===== config.mk =====
export PLATFORM = sky130hd
export DESIGN_NAME = eoi_storm_ctrl
export DESIGN_NICKNAME = d
export VERILOG_FILES = /design/src/rtl/eoi_storm_pkg.sv /design/src/rtl/eoi_walker.sv /design/src/rtl/eoi_storm_bank.sv /design/src/rtl/eoi_defer_timer.sv /design/src/rtl/eoi_storm_ctrl.sv
export SDC_FILE = /design/constraint.sdc
export NUM_CORES = 1
export LEC_CHECK = 0
export ABC_AREA = 1
export BUFFER_PORTS_ARGS = -buffer_cell sky130_fd_sc_hd__buf_2
export CORE_ASPECT_RATIO = 1.2
export CORE_UTILIZATION = 50
export DETAILED_ROUTE_END_ITERATION = 10
export PLACE_DENSITY = 0.66
export SLEW_MARGIN = 0
export SYNTH_ARGS = -nofsm -noshare
export SYNTH_HDL_FRONTEND = slang
export SYNTH_SLANG_ARGS = --single-unit
export TNS_END_PERCENT = 50

===== constraint.sdc =====
create_clock -name clk -period 3.6 [get_ports clk]
set_input_delay 0.54 -clock clk [delete_from_list [all_inputs] [get_ports clk]]
set_output_delay 0.54 -clock clk [all_outputs]
set_load 0.01 [all_outputs]

===== src/rtl/eoi_storm_pkg.sv =====
package eoi_storm_pkg;
  typedef enum logic {W_IDLE, W_SCAN} walk_st_t;

  function automatic int idx_w(input int n);
    return (n > 1) ? $clog2(n) : 1;
  endfunction
endpackage


===== src/rtl/eoi_walker.sv =====
module eoi_walker
  import eoi_storm_pkg::*;
#(
  parameter int NPINS = 24,
  parameter int VEC_W = 8,
  localparam int IW = idx_w(NPINS)
) (
  input  logic             clk,
  input  logic             rst_n,
  input  logic             strobe,
  input  logic [VEC_W-1:0] vec_in,
  output logic             busy,
  output logic [IW-1:0]    idx,
  output logic [VEC_W-1:0] vec_q
);
  walk_st_t         st_q, st_n;
  logic [IW-1:0]    idx_q, idx_n;
  logic [VEC_W-1:0] vec_n;
  logic             last;

  assign last = (idx_q == IW'(NPINS - 1));

  always_comb begin
    st_n  = st_q;
    idx_n = idx_q;
    vec_n = vec_q;
    if (st_q == W_IDLE) begin
      if (strobe) begin
        st_n  = W_SCAN;
        idx_n = '0;
        vec_n = vec_in;
      end
    end else if (last) begin
      st_n  = W_IDLE;
      idx_n = '0;
    end else begin
      idx_n = idx_q + IW'(1);
    end
  end

  always_ff @(posedge clk or negedge rst_n) begin
    if (!rst_n) begin
      st_q  <= W_IDLE;
      idx_q <= '0;
      vec_q <= '0;
    end else begin
      st_q  <= st_n;
      idx_q <= idx_n;
      vec_q <= vec_n;
    end
  end

  assign busy = (st_q == W_SCAN);
  assign idx  = idx_q;

  a_r2_walk_step: assert property (@(posedge clk) disable iff (!rst_n)
    (busy && !last) |=> (busy && idx_q == $past(idx_q) + IW'(1)));
  a_r2_walk_ends: assert property (@(posedge clk) disable iff (!rst_n)
    (busy && last) |=> !busy);
endmodule


===== src/rtl/eoi_storm_bank.sv =====
module eoi_storm_bank
  import eoi_storm_pkg::*;
#(
  parameter int NPINS     = 24,
  parameter int STORM_MAX = 10000,
  localparam int IW = idx_w(NPINS),
  localparam int CW = $clog2(STORM_MAX + 1)
) (
  input  logic          clk,
  input  logic          rst_n,
  input  logic          upd,
  input  logic [IW-1:0] upd_idx,
  input  logic          live,
  input  logic          wr,
  input  logic [IW-1:0] wr_idx,
  output logic          fire_now,
  output logic          defer
);
  localparam logic [CW-1:0] LIMIT = CW'(STORM_MAX);

  logic [CW-1:0] cnt_q [NPINS];
  logic [CW-1:0] cur, inc;
  logic          hit;

  always_comb begin
    cur      = cnt_q[upd_idx];
    inc      = cur + CW'(1);
    hit      = (inc >= LIMIT);
    fire_now = upd && live && !hit;
    defer    = upd && live && hit;
  end

  for (genvar g = 0; g < NPINS; g++) begin : g_pin
    logic [CW-1:0] r_q, r_n;
    logic          en;

    always_comb begin
      en  = 1'b0;
      r_n = r_q;
      if (wr && wr_idx == IW'(g)) begin
        en  = 1'b1;
        r_n = '0;
      end else if (upd && upd_idx == IW'(g)) begin
        en  = 1'b1;
        r_n = (live && !hit) ? inc : '0;
      end
    end

    always_ff @(posedge clk or negedge rst_n) begin
      if (!rst_n)  r_q <= '0;
      else if (en) r_q <= r_n;
    end

    assign cnt_q[g] = r_q;

    a_r6_below_limit: assert property (@(posedge clk) disable iff (!rst_n)
      r_q < LIMIT);
    a_r7_write_zeroes: assert property (@(posedge clk) disable iff (!rst_n)
      (wr && wr_idx == IW'(g)) |=> (r_q == '0));
  end
endmodule


===== src/rtl/eoi_defer_timer.sv =====
module eoi_defer_timer #(
  parameter int DELAY_TICKS = 10000,
  localparam int TW = $clog2(DELAY_TICKS + 1)
) (
  input  logic clk,
  input  logic rst_n,
  input  logic defer,
  input  logic tick,
  output logic armed,
  output logic scan_req
);
  logic          armed_n, pulse_q, pulse_n;
  logic [TW-1:0] rem_q, rem_n;

  always_comb begin
    armed_n = armed;
    rem_n   = rem_q;
    pulse_n = 1'b0;
    if (armed && tick) begin
      if (rem_q == TW'(1)) begin
        armed_n = 1'b0;
        pulse_n = 1'b1;
      end else begin
        rem_n = rem_q - TW'(1);
      end
    end
    if (defer && !armed_n) begin
      armed_n = 1'b1;
      rem_n   = TW'(DELAY_TICKS);
    end
  end

  always_ff @(posedge clk or negedge rst_n) begin
    if (!rst_n) begin
      armed   <= 1'b0;
      rem_q   <= '0;
      pulse_q <= 1'b0;
    end else begin
      armed   <= armed_n;
      rem_q   <= rem_n;
      pulse_q <= pulse_n;
    end
  end

  assign scan_req = pulse_q;

  a_r8_single_pulse: assert property (@(posedge clk) disable iff (!rst_n)
    scan_req |=> !scan_req);
  a_r8_defer_arms: assert property (@(posedge clk) disable iff (!rst_n)
    defer |=> armed);
endmodule


===== src/rtl/eoi_storm_ctrl.sv =====
module eoi_storm_ctrl
  import eoi_storm_pkg::*;
#(
  parameter int NPINS       = 24,
  parameter int VEC_W       = 8,
  parameter int STORM_MAX   = 10000,
  parameter int DELAY_TICKS = 10000,
  localparam int IDX_W = idx_w(NPINS)
) (
  input  logic             clk,
  input  logic             rst_n,
  input  logic             eoi_valid,
  input  logic [VEC_W-1:0] eoi_vector,
  output logic             eoi_busy,
  output logic [IDX_W-1:0] tab_idx,
  input  logic [VEC_W-1:0] tab_vector,
  input  logic             tab_level,
  input  logic             tab_masked,
  input  logic             tab_rirr,
  output logic             rirr_clr,
  input  logic [NPINS-1:0] pending,
  input  logic             cfg_wr,
  input  logic [IDX_W-1:0] cfg_idx,
  input  logic             tick,
  output logic             svc_req,
  output logic             scan_req
);
  logic [VEC_W-1:0] vec_q;
  logic             match, live, defer, armed;

  eoi_walker #(.NPINS(NPINS), .VEC_W(VEC_W)) u_walk (
    .clk    (clk),
    .rst_n  (rst_n),
    .strobe (eoi_valid),
    .vec_in (eoi_vector),
    .busy   (eoi_busy),
    .idx    (tab_idx),
    .vec_q  (vec_q)
  );

  assign match    = eoi_busy && tab_level && tab_rirr && (tab_vector == vec_q);
  assign live     = !tab_masked && pending[tab_idx];
  assign rirr_clr = match;

  eoi_storm_bank #(.NPINS(NPINS), .STORM_MAX(STORM_MAX)) u_bank (
    .clk      (clk),
    .rst_n    (rst_n),
    .upd      (match),
    .upd_idx  (tab_idx),
    .live     (live),
    .wr       (cfg_wr),
    .wr_idx   (cfg_idx),
    .fire_now (svc_req),
    .defer    (defer)
  );

  eoi_defer_timer #(.DELAY_TICKS(DELAY_TICKS)) u_tmr (
    .clk      (clk),
    .rst_n    (rst_n),
    .defer    (defer),
    .tick     (tick),
    .armed    (armed),
    .scan_req (scan_req)
  );

  a_r3_clear_in_sweep: assert property (@(posedge clk) disable iff (!rst_n)
    rirr_clr |-> eoi_busy);
  a_r4_service_needs_clear: assert property (@(posedge clk) disable iff (!rst_n)
    svc_req |-> rirr_clr);
  a_r6_defer_excludes_service: assert property (@(posedge clk) disable iff (!rst_n)
    defer |-> !svc_req);
  a_r8_pulse_after_armed: assert property (@(posedge clk) disable iff (!rst_n)
    $rose(scan_req) |-> $past(armed));
endmodule


==> impl_metrics.json <==
{
  "status": "finished, violations left",
  "violations": "negative setup slack",
  "drt-vias-per-instance": 6.11,
  "vias": 22400,
  "arrival_ns": 3.64,
  "yosysTopAreaCell": "dfrtp_1",
  "instances_no_fill": 3667,
  "grt-ovfl-total": 0,
  "core_region_area_sq_mm": 0.0408,
  "cts_tree": "yes",
  "grt_pass1_wl_mm": 121,
  "ys_seq_elements": 366,
  "synth_edf_count": 0,
  "grt_util_met2_pct": 59.1,
  "clkTransAtPathRegs_ns": 0.06,
  "area_growth_pct": 29.5,
  "worst_pin_slew_ns": 1.41,
  "grt_use_met1_pct": 47.9,
  "drv_cap": 0,
  "async_flop_share_pct": 100,
  "placed_cell_area_sq_mm": 0.0227,
  "first_pass_iters": 6,
  "min_path_type": "input port to asynchronous set/reset pin",
  "intPower_mw": 14.8,
  "place_ws_ns": -0.259,
  "clockBufferDepth": 3,
  "switching_power_mw": 13.5,
  "hpwlAfterDp_mm": 48.7,
  "drive_gt1_share_pct": 20.9,
  "drc": 0,
  "period_needed_ns": 4.18,
  "switching_share_pct": 47.7,
  "clock_sinks": 366,
  "finalSetupTns_ns": -57.42,
  "grtUsageMet3_pct": 6.03,
  "grt_most_used_layer": "met2",
  "ys.flop_type": "dfrtp_1",
  "hold_viol": 0,
  "drv_slew": 0,
  "wl_per_cell_um": 23.0,
  "power_mw": 28.3,
  "root_buffer": "clkbuf_16",
  "yosysTopAreaCellShare_pct": 44.2,
  "start_util_pct": 50.8,
  "routabilityCongestion": 0.999,
  "ys_types": 42,
  "drt-total-wl_mm": 84.5,
  "numPlacedInstances": 3470,
  "fp.dieH_um": 225,
  "reg2regPathDepth": 28,
  "clk_latency_ns": 0.59,
  "pwr_density_cell_mw_per_mm2": 1050,
  "syn_area_per_cell_sq_um": 7.17,
  "final_common_cell": "nand2_1",
  "fin_area_sq_mm": 0.0269,
  "drt_iter0_drc": 3203,
  "post-route-util_pct": 65.8,
  "numCtsBuffers": 42,
  "timing.fmax_ghz": 0.239,
  "syn_inst": 2892,
  "worst_setup_path_end_kind": "output port",
  "syn_nets": 2953,
  "synth.cell_area_sq_mm": 0.0207,
  "power_frac_comb_pct": 69.3,
  "numPortBuffers": 61,
  "worstPathRequired_ns": 3.06,
  "dieArea_sq_mm": 0.0423,
  "synthTopCellsByArea": "dfrtp_1, nand2_1, nand4_1, nor2_1, nand3_1",
  "crit_fanout": 6,
  "p_leak_nw": 14.0,
  "crit_type": "flop to output port",
  "ant_nets": 0,
  "path_delay_family": "simple AND/OR/NAND/NOR gates",
  "fin_ws_ns": -0.584,
  "power_frac_seq_pct": 15.7,
  "finalCritPeriodShare_pct": 116,
  "critPathSlowestCell": "dfrtp_4",
  "setup_viol": 337,
  "grt_usage_pct": 37.2,
  "grt_pass1_vias": 20800,
  "vdd_drop_max_v": 0.000619,
  "cp.buffers_inverters": 9,
  "rsz0062_at_grt": "true",
  "placementRows": 81,
  "nNetsFinal": 3159,
  "relSlewSlack_pct": 6.28,
  "yosysSeqAreaShare_pct": 44.2,
  "fin_skew_ns": 0.0291,
  "cp.depth": 25,
  "yosysWarnings": 0,
  "h-tree-depth": 2,
  "num_io_pins": 62,
  "mostFrequentLayoutCells": "nand2_1, dfrtp_1, nand4_1",
  "slowest_delay_ns": 0.47,
  "antenna_found_initial": 1,
  "worstSetupStartpointType": "flop",
  "clockPowerShare_pct": 15.0,
  "grt_max_degree": 157,
  "die_w_um": 188,
  "whs_ns": 0.0210,
  "cp_common_cell": "nand2_1"
}
[layer usage]
metal | vias to the layer above | share of wire, %
li1 | 9927 | -
met4 | 0 | 6.9
met5 | - | 0
met3 | 328 | 9.4
met1 | 10700 | 38
met2 | 1412 | 46
[cells by family (layout without fill, tap and decap cells)]
group                    Yosys count  in the layout  share of synthesized area [%]
adder cells (fa/ha/maj)            8              8                          0.483
other                              0              1                              0
buffers and inverters            390            624                           9.09
AO/OA/AOI/OAI                    170            170                           4.31
AND/OR/NAND/NOR                 1935           1936                           40.9
multiplexers                       5              5                          0.272
XOR/XNOR                          18             18                          0.760
flip-flops                       366            366                           44.2
[registers in the layout, indices dropped and copies added (netlist names)]
signal / cells
u_bank.g_pin.r_q: 336
u_tmr.armed: 1
u_tmr.rem_q: 14
u_tmr.scan_req: 1
u_walk.busy: 1
u_walk.idx: 5
u_walk.vec_q: 8
[final timing paths]
check	end	slack, ns	startpoint
max in group asynchronous	u_bank.g_pin[18].r_q[10]	2.67	rst_n
min	u_tmr.rem_q[3]	0.02	rst_n
max	svc_req	-0.58	u_walk.idx[0]
min reg2reg	u_bank.g_pin[5].r_q[2]	0.47	u_bank.g_pin[5].r_q[2]
max reg2reg	u_bank.g_pin[19].r_q[1]	-0.25	u_walk.idx[0]
min in group clk	u_walk.vec_q[4]	0.21	eoi_vector[4]
[cell type report]
type                       instances  area (sq um)
clock inverter                    17           125
multi-input combinational       2137         10500
sequential                       366          9170
fill                            3430         14000
clock buffer                      56          1210
inverter                         161           647
timing repair buffer             389          4550
antenna                            1          2.50
tap                              539           674
timing repair inverter             1          16.3
[cell usage after synthesis (all sizes together) (2+ instances only)]
library cell / number
buf: 143
a31oi: 2
nand4: 343
nor3: 6
nand2: 1138
inv: 159
or4: 2
or2: 6
ha: 8
a21oi: 33
and2: 2
a221oi: 2
xor2: 11
nand3: 146
nand3b: 3
nor2: 265
clkinv: 2
clkbuf: 86
dfrtp: 366
o21ai: 121
mux2: 5
nor4: 22
xnor2: 7
o22ai: 9
[what timing repair did]
| item | 4_1_cts | 5_1_grt |
|---|---|---|
| pin swaps | 59 | 112 |
| setup endpoints to repair | 351 | 351 |
| cloned | 13 | 46 |
| setup buffers | 39 | 32 |
| resized for setup | 149 | 119 |
| hold buffers | 0 | 0 |
[power groups by stage]
stage,Clock (mW),Sequential (mW),Combinational (mW)
global placement,0,4.50,12.5
floorplan,0,4.47,7.47
CTS,4.26,4.43,14.4
global route,4.41,4.45,20.2
finish,4.24,4.43,19.6
detailed placement,0,4.50,12.5
(Power assumes the default switching activity.)
